**config.mk**
```make
export PLATFORM = sky130hd
export DESIGN_NAME = wtc_top
export DESIGN_NICKNAME = d
export VERILOG_FILES = /design/src/rtl/wtc_pkg.sv /design/src/rtl/wtc_match.sv /design/src/rtl/wtc_store.sv /design/src/rtl/wtc_ctrl.sv /design/src/rtl/wtc_top.sv
export SDC_FILE = /design/constraint.sdc
export NUM_CORES = 1
export LEC_CHECK = 0
export BUFFER_PORTS_ARGS = -buffer_cell sky130_fd_sc_hd__buf_2
export CORE_ASPECT_RATIO = 0.7
export CORE_MARGIN = 2
export CORE_UTILIZATION = 55
export DETAILED_ROUTE_END_ITERATION = 8
export PLACE_DENSITY = 0.85
export SETUP_SLACK_MARGIN = 0.2
export SYNTH_ARGS = -nofsm -noshare
export SYNTH_HDL_FRONTEND = slang
export SYNTH_SLANG_ARGS = --single-unit
```
**constraint.sdc**
```tcl
create_clock -name clk -period 6.1 [get_ports clk]
set_clock_uncertainty 0.1 [all_clocks]
set_input_delay 0.61 -clock clk [delete_from_list [all_inputs] [get_ports clk]]
set_output_delay 0.61 -clock clk [all_outputs]
set_load 0.02 [all_outputs]
```
**src/rtl/wtc_pkg.sv**
```systemverilog
// Package: shared types for the write-through cache.
package wtc_pkg;
    // Controller sequencing: wait for a request, run a memory cycle, present the response.
    typedef enum logic [1:0] {
        ST_IDLE = 2'd0,
        ST_MEM  = 2'd1,
        ST_RESP = 2'd2
    } wtc_state_e;
endpackage

```
**src/rtl/wtc_match.sv**
```systemverilog
// Module: wtc_match
// Splits the request address into entry index and page tag, and compares the
// page tag with the tag stored at that index. Purely combinational. Assumes the
// store answers reads combinationally for the index it is given.
module wtc_match #(
    parameter int ADDR_W = 16,
    parameter int IDX_W  = 4,
    localparam int TAG_W = ADDR_W - IDX_W
) (
    input  logic [ADDR_W-1:0] addr,
    input  logic              ent_valid,
    input  logic [TAG_W-1:0]  ent_tag,
    output logic [IDX_W-1:0]  idx,
    output logic              hit
);
    // Index from low bits, hit when the entry is valid and holds the same page.
    always_comb begin
        idx = addr[IDX_W-1:0];
        hit = ent_valid && (ent_tag == addr[ADDR_W-1:IDX_W]);
    end
endmodule

```
**src/rtl/wtc_store.sv**
```systemverilog
// Module: wtc_store
// Holds the valid bits, tags and data words, one word per entry. Reads are
// combinational; a write sets the entry valid with the given tag and word.
// Only valid bits are reset; tag and data contents are don't-care while invalid.
module wtc_store #(
    parameter int ENTRIES = 16,
    parameter int TAG_W   = 12,
    parameter int DATA_W  = 32,
    localparam int IDX_W  = $clog2(ENTRIES)
) (
    input  logic              clk,
    input  logic              rst_n,
    input  logic [IDX_W-1:0]  rd_idx,
    output logic              rd_valid,
    output logic [TAG_W-1:0]  rd_tag,
    output logic [DATA_W-1:0] rd_data,
    input  logic              wr_en,
    input  logic [IDX_W-1:0]  wr_idx,
    input  logic [TAG_W-1:0]  wr_tag,
    input  logic [DATA_W-1:0] wr_data
);
    logic [ENTRIES-1:0] valid_q;
    logic [TAG_W-1:0]   tag_q  [ENTRIES];
    logic [DATA_W-1:0]  data_q [ENTRIES];

    // Valid bits: cleared on reset, set by any fill or write-hit update.
    always_ff @(posedge clk) begin
        if (!rst_n) valid_q <= '0;
        else if (wr_en) valid_q[wr_idx] <= 1'b1;
    end

    // Tag and data storage, written on the same strobe as the valid bit.
    always_ff @(posedge clk) begin
        if (wr_en) begin
            tag_q[wr_idx]  <= wr_tag;
            data_q[wr_idx] <= wr_data;
        end
    end

    // Combinational read port for the lookup.
    always_comb begin
        rd_valid = valid_q[rd_idx];
        rd_tag   = tag_q[rd_idx];
        rd_data  = data_q[rd_idx];
    end

    // A written entry is valid from the next cycle on.
    assert_write_sets_valid_R5: assert property (@(posedge clk) disable iff (!rst_n)
        wr_en |=> valid_q[$past(wr_idx)]);
endmodule

```
**src/rtl/wtc_ctrl.sv**
```systemverilog
// Module: wtc_ctrl
// Sequences each request. A read hit is answered from the cache with one cycle
// of latency. A read miss or any write runs one memory cycle that ends on the
// memory acknowledge. A read miss fills the entry; a write hit merges its bytes
// into the entry. Assumes the request fields stay stable until cpu_ready.
module wtc_ctrl
    import wtc_pkg::*;
#(
    parameter int ADDR_W = 16,
    parameter int DATA_W = 32,
    parameter int IDX_W  = 4,
    localparam int TAG_W = ADDR_W - IDX_W,
    localparam int BE_W  = DATA_W / 8
) (
    input  logic              clk,
    input  logic              rst_n,
    input  logic              cpu_req,
    input  logic              cpu_we,
    input  logic [ADDR_W-1:0] cpu_addr,
    input  logic [BE_W-1:0]   cpu_be,
    input  logic [DATA_W-1:0] cpu_wdata,
    output logic [DATA_W-1:0] cpu_rdata,
    output logic              cpu_ready,
    input  logic              lk_hit,
    input  logic [DATA_W-1:0] lk_data,
    output logic              mem_stb,
    output logic              mem_we,
    output logic [ADDR_W-1:0] mem_addr,
    output logic [BE_W-1:0]   mem_be,
    output logic [DATA_W-1:0] mem_wdata,
    input  logic [DATA_W-1:0] mem_rdata,
    input  logic              mem_ack,
    output logic              wr_en,
    output logic [IDX_W-1:0]  wr_idx,
    output logic [TAG_W-1:0]  wr_tag,
    output logic [DATA_W-1:0] wr_data
);
    wtc_state_e        state_q;
    logic              stb_q;
    logic              we_q;
    logic              hit_q;
    logic [ADDR_W-1:0] addr_q;
    logic [BE_W-1:0]   be_q;
    logic [DATA_W-1:0] wdata_q;
    logic [DATA_W-1:0] old_q;
    logic [DATA_W-1:0] rdata_q;
    logic [DATA_W-1:0] merged;

    // State and strobe: start a memory cycle unless the request is a read hit.
    always_ff @(posedge clk) begin
        if (!rst_n) begin
            state_q <= ST_IDLE;
            stb_q   <= 1'b0;
        end else begin
            case (state_q)
                ST_IDLE: if (cpu_req) begin
                    if (!cpu_we && lk_hit) begin
                        state_q <= ST_RESP;
                    end else begin
                        state_q <= ST_MEM;
                        stb_q   <= 1'b1;
                    end
                end
                ST_MEM: if (mem_ack) begin
                    state_q <= ST_RESP;
                    stb_q   <= 1'b0;
                end
                default: state_q <= ST_IDLE;
            endcase
        end
    end

    // Request capture: latch the fields and the lookup outcome when a request is taken.
    always_ff @(posedge clk) begin
        if (state_q == ST_IDLE && cpu_req) begin
            we_q    <= cpu_we;
            hit_q   <= lk_hit;
            addr_q  <= cpu_addr;
            be_q    <= cpu_be;
            wdata_q <= cpu_wdata;
            old_q   <= lk_data;
        end
    end

    // Read data: the cached word on a hit, or the memory word on the acknowledge.
    always_ff @(posedge clk) begin
        if (!rst_n) rdata_q <= '0;
        else if (state_q == ST_IDLE && cpu_req && !cpu_we && lk_hit) rdata_q <= lk_data;
        else if (state_q == ST_MEM && mem_ack && !we_q) rdata_q <= mem_rdata;
    end

    // Byte merge of the write data into the previously cached word.
    always_comb begin
        for (int b = 0; b < BE_W; b++) begin
            merged[8*b +: 8] = be_q[b] ? wdata_q[8*b +: 8] : old_q[8*b +: 8];
        end
    end

    // Cache update: fill on read miss, merge on write hit, nothing on write miss.
    always_comb begin
        wr_en   = (state_q == ST_MEM) && mem_ack && (!we_q || hit_q);
        wr_idx  = addr_q[IDX_W-1:0];
        wr_tag  = addr_q[ADDR_W-1:IDX_W];
        wr_data = we_q ? merged : mem_rdata;
    end

    // Port outputs.
    always_comb begin
        cpu_ready = (state_q == ST_RESP);
        cpu_rdata = rdata_q;
        mem_stb   = stb_q;
        mem_we    = we_q;
        mem_addr  = addr_q;
        mem_be    = be_q;
        mem_wdata = wdata_q;
    end

    // The strobe is held until the acknowledge is seen.
    assert_stb_held_R4: assert property (@(posedge clk) disable iff (!rst_n)
        (mem_stb && !mem_ack) |=> mem_stb);
    // The acknowledge ends the strobe and completes the request next cycle.
    assert_ack_completes_R4: assert property (@(posedge clk) disable iff (!rst_n)
        (mem_stb && mem_ack) |=> (!mem_stb && cpu_ready));
    // No completion pulse while memory is busy.
    assert_ready_quiet_R10: assert property (@(posedge clk) disable iff (!rst_n)
        mem_stb |-> !cpu_ready);
    // Completion is a single-cycle pulse.
    assert_ready_pulse_R3: assert property (@(posedge clk) disable iff (!rst_n)
        cpu_ready |=> !cpu_ready);
    // Every taken write raises the strobe.
    assert_write_strobes_R7: assert property (@(posedge clk) disable iff (!rst_n)
        (!mem_stb && !cpu_ready && cpu_req && cpu_we) |=> mem_stb);
    // Memory fields stay constant across a strobe.
    assert_mem_fields_stable_R11: assert property (@(posedge clk) disable iff (!rst_n)
        (mem_stb && $past(mem_stb)) |-> ($stable(mem_addr) && $stable(mem_we)));
endmodule

```
**src/rtl/wtc_top.sv**
```systemverilog
// Module: wtc_top
// Direct-mapped, write-through cache with one word per entry and no
// write-allocate. Index and tag widths derive from ADDR_W and ENTRIES.
// Assumes main memory acknowledges within its fixed access time.
module wtc_top #(
    parameter int ADDR_W  = 16,
    parameter int DATA_W  = 32,
    parameter int ENTRIES = 16,
    localparam int IDX_W  = $clog2(ENTRIES),
    localparam int TAG_W  = ADDR_W - IDX_W,
    localparam int BE_W   = DATA_W / 8
) (
    input  logic              clk,
    input  logic              rst_n,
    input  logic              cpu_req,
    input  logic              cpu_we,
    input  logic [ADDR_W-1:0] cpu_addr,
    input  logic [BE_W-1:0]   cpu_be,
    input  logic [DATA_W-1:0] cpu_wdata,
    output logic [DATA_W-1:0] cpu_rdata,
    output logic              cpu_ready,
    output logic              mem_stb,
    output logic              mem_we,
    output logic [ADDR_W-1:0] mem_addr,
    output logic [BE_W-1:0]   mem_be,
    output logic [DATA_W-1:0] mem_wdata,
    input  logic [DATA_W-1:0] mem_rdata,
    input  logic              mem_ack
);
    logic [IDX_W-1:0]  lk_idx;
    logic              lk_valid;
    logic [TAG_W-1:0]  lk_tag;
    logic [DATA_W-1:0] lk_data;
    logic              lk_hit;
    logic              wr_en;
    logic [IDX_W-1:0]  wr_idx;
    logic [TAG_W-1:0]  wr_tag;
    logic [DATA_W-1:0] wr_data;

    wtc_match #(.ADDR_W(ADDR_W), .IDX_W(IDX_W)) u_match (
        .addr      (cpu_addr),
        .ent_valid (lk_valid),
        .ent_tag   (lk_tag),
        .idx       (lk_idx),
        .hit       (lk_hit)
    );

    wtc_store #(.ENTRIES(ENTRIES), .TAG_W(TAG_W), .DATA_W(DATA_W)) u_store (
        .clk      (clk),
        .rst_n    (rst_n),
        .rd_idx   (lk_idx),
        .rd_valid (lk_valid),
        .rd_tag   (lk_tag),
        .rd_data  (lk_data),
        .wr_en    (wr_en),
        .wr_idx   (wr_idx),
        .wr_tag   (wr_tag),
        .wr_data  (wr_data)
    );

    wtc_ctrl #(.ADDR_W(ADDR_W), .DATA_W(DATA_W), .IDX_W(IDX_W)) u_ctrl (
        .clk       (clk),
        .rst_n     (rst_n),
        .cpu_req   (cpu_req),
        .cpu_we    (cpu_we),
        .cpu_addr  (cpu_addr),
        .cpu_be    (cpu_be),
        .cpu_wdata (cpu_wdata),
        .cpu_rdata (cpu_rdata),
        .cpu_ready (cpu_ready),
        .lk_hit    (lk_hit),
        .lk_data   (lk_data),
        .mem_stb   (mem_stb),
        .mem_we    (mem_we),
        .mem_addr  (mem_addr),
        .mem_be    (mem_be),
        .mem_wdata (mem_wdata),
        .mem_rdata (mem_rdata),
        .mem_ack   (mem_ack),
        .wr_en     (wr_en),
        .wr_idx    (wr_idx),
        .wr_tag    (wr_tag),
        .wr_data   (wr_data)
    );
endmodule

```
# Word-level counts from Yosys, hierarchy flattened
# Memory sizes are Yosys's and may differ from the RTL's.
# Index checks and enable logic that the tools add are counted.
# op_classes
n_lt_le_gt_ge,3
n_eq_ne,6
n_mux,21
n_bitwise,1
n_reduce_logical,17
# ops
op,count
$mux 32,3
$mux 8,4
$or 16x16->16,1
$eq 12x12->1,1
$lt 4x5->1 const B,2
$logic_and 1x1->1,9
$mux 1,7
$mux 2,3
$ne 2x2->1 const B,3
$bmux 1 s4,1
$demux 1 s4,1
$ge 4x1->1 const B,1
$pmux 2 s2,1
$reduce_and 4->1,1
$reduce_bool 2->1,2
$eq 2x1->1 const B,1
$eq 2x2->1 const B,1
$logic_not 1->1,2
$logic_not 2->1,1
$pmux 1 s2,1
$reduce_and 2->1,1
$logic_or 1x1->1,1
# totals
ff_bits,137
ramBits,704
inputBits,89
output_inout_bits,87
elab_cells,60
memories,2
# mem_list
memory,depth,word_bits,rd,rd_clocked_by_memory_dff,wr,line_no,source
u_store.data_q,16,32,1,0,1,wtc_store.sv:24,logic [DATA_W-1:0] data_q [ENTRIES];
u_store.tag_q,16,12,1,0,1,wtc_store.sv:23,logic [TAG_W-1:0] tag_q [ENTRIES];

# Logic depth before layout (Yosys ltp)
# depth
word_depth,7
ltp_mapped,13

# By module
# From an unflattened synthesis, not the netlist that was laid out.
# unflattened
hier_cells,1569
area_unflattened_um2,32165.8
# by_module_without_submodules
module,n_inst,cells_per_inst,area_each_um2
wtc_store,1,1139,26957.1
wtc_ctrl,1,409,5039.8
wtc_match,1,21,168.9

# Least setup slack after synthesis
# Ideal clock, no wire load.
# synth_timing
path_kind,input to register
start,in mem_ack
end,"mem u_store.data_q[0][0], enable pin"
t_arrival_ns,4.440
t_required_ns,5.498
path_slack_ns,1.058
stages,4
n_path_buf,0
path_cell_list,nand3b_1 a21o_1 or3_1 nor3_1
# synth_via
elab_chain_len,4
# synth_rtl
element,line_no,source
"start, declared",wtc_top.sv:28,input logic mem_ack
$logic_and 1x1->1 (2 in a row),wtc_ctrl.sv:101,wr_en = (state_q == ST_MEM) && mem_ack && (!we_q || hit_q);
$mux 1,wtc_store.sv:34,if (wr_en) begin
$mux 1 (not written as such),wtc_store.sv:36,data_q[wr_idx] <= wr_data;
"end, declared",wtc_store.sv:24,
# Every way passes these cells.

# Worst setup path in the final report
# layout_timing
start,in cpu_addr[0]
end,reg u_ctrl.rdata_q[15] (netlist: u_ctrl.cpu_rdata[15])
# layout_via
elab_chain_len,5
word_cells_on_any_way,9
cone_classes,eq/ne: 1; mux: 3; reduce/logical: 3; memory: 2
# layout_rtl
element,line_no,source
"start, declared",wtc_top.sv:17,"input logic [ADDR_W-1:0] cpu_addr,"
$mem_v2 16x12 / $bmux 1 s4 (equally long branches),-,
$eq 12x12->1 / $mux 1 (equally long branches),"wtc_match.sv:19, wtc_store.sv:42",
$logic_and 1x1->1,wtc_match.sv:19,hit = ent_valid && (ent_tag == addr[ADDR_W-1:IDX_W]);
$logic_and 1x1->1,wtc_ctrl.sv:88,else if (state_q == ST_IDLE && cpu_req && !cpu_we && lk_hit) rdata_q <= lk_data;
$mux 32 / $reduce_bool 2->1 (equally long branches),-,
"end signal, assigned",wtc_ctrl.sv:88,
"end signal, assigned",wtc_ctrl.sv:89,else if (state_q == ST_MEM && mem_ack && !we_q) rdata_q <= mem_rdata;
"end, declared",wtc_ctrl.sv:46,logic [DATA_W-1:0] rdata_q;
# Several ways; a longest one is shown, not always the timed one. The select of a mux whose other input is x is not followed.
# A chain may end at the register's enable or synchronous reset.

==> flow_summary.yaml <==
critical_path:
  cpMostUsedCell: "mux4_2"
  r2r-end: "u_ctrl.cpu_rdata[15]$_SDFFE_PN0P_"
  rr_startpoint: "u_store.tag_q[7][10]$_DFFE_PP_"
  r2r_slack_ps: 2340
  worstPathArrival_ps: 4430
  path_max_fanout: 66
  cp-start-kind: "input pin"
  cp_num_buf_inv: 1
  end_kind: "register"
  worstSetupPathType: "input pin to register"
  path_cells: "buf_8 > mux4_2 > mux4_2 > xnor2_1 > o21ai_1 > nor4_4 > nand3_4 > mux2i_1"
  worst_path_dominant_cell_family: "multiplexers"
  rr_worst_depth: 7
  slowest_delay_ps: 720
  required_ps: 6510
  cp_slowest_cell: "nand3_4"
synthesis:
  synth_warnings: 0
  avgSynthCellArea_um2: 21.2
  synthCells: 1533
  syn_area_mm2: 0.0325
  syn-num-nets: 1622
  yosys.area.top_type: "edfxtp_1"
  synthDistinctLibCells: 49
  synth_seq_cells: 841
  synthTopCellsByArea: "edfxtp_1, mux4_2, dfxtp_1, mux2i_1, o211ai_1"
  synth_top_area_frac: 0.731
  async_flop_share: 0
  ys.flop_type: "edfxtp_1"
  synth_edf_count: 790
  seq_area_frac_synth: 0.762
min_path:
  hp-class: "input pin to register"
  min_from: "cpu_wdata[0]"
  hold_path_end: "u_ctrl.mem_wdata[0]$_DFFE_PP_"
  hold_path_depth: 1
sta:
  maxSlewHeadroom: 0.0608
  setup_viol: 0
  layout_setup_ws_ps: 2080
  finalCritPeriodShare: 0.659
  layout_min_cycle_time_ps: 4020
  finalHoldViolations: 0
  grt_setup_unrepaired: "false"
  fmaxAchievable_mhz: 249
  fin_setup_tns_ps: 0
  tightest_slew_ps: 1410
  finalMaxSlewViolations: 0
final_layout:
  final_common_cell: "edfxtp_1"
  multiInputGateArea_mm2: 0.00742
  nNetsFinal: 1821
  antenna_cells: 0
  area_growth_pct: 13.3
  layout_common_cells: "edfxtp_1, mux4_2, buf_2"
  drive_above_1_share: 0.305
  fillers: 3572
  seqCellArea_mm2: 0.0247
  final_cell_area_mm2: 0.0368
job:
  maxCapViolCount: 0
floorplan:
  design.die.area_mm2: 0.0610
  die_x_um: 294
  start_util: 0.557
  coreArea_mm2: 0.0583
  rows: 74
  die_height_um: 207
  num_io_pins: 176
drt:
  vias: 17500
  vias_per_cell: 6.87
  drc: 0
  first_pass_iters: 6
  drt-initial-drc-count: 2831
  postRouteAntennaNets: 0
  wirelength_um: 83100
  wl_per_cell_um: 32.5
cts:
  clk_pin_slew_ps: 60
  insertion_delay_ps: 640
  cts_resized: 0
  numCtsBuffers: 75
  cts_root_buffer: "clkbuf_16"
  tritoncts: "built"
  cts_setup_buffers: 0
  htreeDepth: 3
  hold_buffers: 0
  clockBufferDepth: 3
  cts.sinks: 841
grt:
  first_global_vias: 17800
  use_met3: 0.0731
  grt_max_degree: 84
  use_met2: 0.436
  grt.busiest_layer: "met2"
  grtUsageTotal: 0.276
  grt_pass1_wl_um: 121000
  grtUsageMet1: 0.368
  grt_overflow: 0
  antenna_found_initial: 1
power:
  peakVddDrop_mv: 0.244
  p_leak_nw: 12.2
  p_per_area_mw_per_mm2: 329
place:
  io_buffers: 175
  gp_congestion: 0.803
  post-place-ws_ps: 1710
  dp_hpwl_um: 42900
  dpl_cell_area_mm2: 0.0343
status:
  status: "completed"
[sequential cells by signal (all words and copies together), names as in the netlist]
name and count:
u_store.valid_q 16, u_store.tag_q 192, u_ctrl.hit_q 1, u_ctrl.mem_we 1, u_ctrl.mem_wdata 32, u_store.data_q 512
u_ctrl.old_q 32, u_ctrl.cpu_rdata 32, u_ctrl.mem_addr 16, u_ctrl.state_q 2, u_ctrl.mem_stb 1, u_ctrl.mem_be 4
[area by class of cell]
cell class	instances	share of cell area
clock buffers	101	0.0556
clock inverters	38	0.0126
repair buffers	207	0.0309
flip-flops and latches	841	0.673
multi-input cells	602	0.202
inverters	5	0.000578
well taps	760	0.0258
[where the power goes]
group	switching, mW	total (mW)	internal (mW)	leakage [nW]
logic	0.449	0.694	0.245	3.44
clock network	2.11	4.87	2.77	1.21
registers	0.0690	6.52	6.46	7.55
total	2.63	12.1	9.47	12.2
[Yosys cell counts, types with 9 or more instances]
master and n:
edfxtp_1 790, mux4_2 205, mux2i_1 91, nor2_1 58, dfxtp_1 51, clkbuf_1 43
nand2_1 43, a21oi_1 39, or3_1 34, o211ai_1 32, buf_2 23, o21a_1 17
a22oi_1 13, nor2b_1 10, buf_1 9
[worst max path at each step]
| stage | from | end | slack, ps | cells past startpoint |
|---|---|---|---|---|
| 2_1_floorplan | mem_ack | u_store.data_q[0][0]$_DFFE_PP_ | 1060 | 4 |
| 3_3_place_gp | cpu_addr[2] | u_ctrl.cpu_rdata[22]$_SDFFE_PN0P_ | 1850 | 8 |
| 3_5_place_dp | cpu_addr[2] | u_ctrl.cpu_rdata[17]$_SDFFE_PN0P_ | 1710 | 9 |
| 4_1_cts | cpu_addr[2] | u_ctrl.cpu_rdata[15]$_SDFFE_PN0P_ | 2180 | 8 |
| 5_1_grt | cpu_addr[2] | u_ctrl.cpu_rdata[17]$_SDFFE_PN0P_ | 2010 | 8 |
| 6_report | cpu_addr[0] | u_ctrl.cpu_rdata[15]$_SDFFE_PN0P_ | 2080 | 8 |
[metal layers]
metal / up-vias / share of wire
li1: 6783 / -
met1: 8901 / 0.35
met2: 1601 / 0.49
met3: 260 / 0.12
met4: 0 / 0.043
met5: - / 0
[cells by family after synthesis]
kind of cell | after synthesis | synth area share
flops | 841 | 0.762
mux | 299 | 0.171
simple gates | 178 | 0.0274
compound gates | 119 | 0.0247
buf+inv | 90 | 0.0130
xor+xnor | 6 | 0.00162
[metrics by stage]
step            util  power (mW)  hold WS [ps]  instances
3_5_place_dp   0.588        7.31           354       2415
4_1_cts        0.631        12.1          21.2       2554
5_1_grt        0.631        12.4          17.7       2554
2_1_floorplan      -        7.06           335       1533
3_3_place_gp   0.588        7.27           344       2415
6_report       0.631        12.1          49.5       2554
Note: power is estimated with default switching activity, not from simulation.
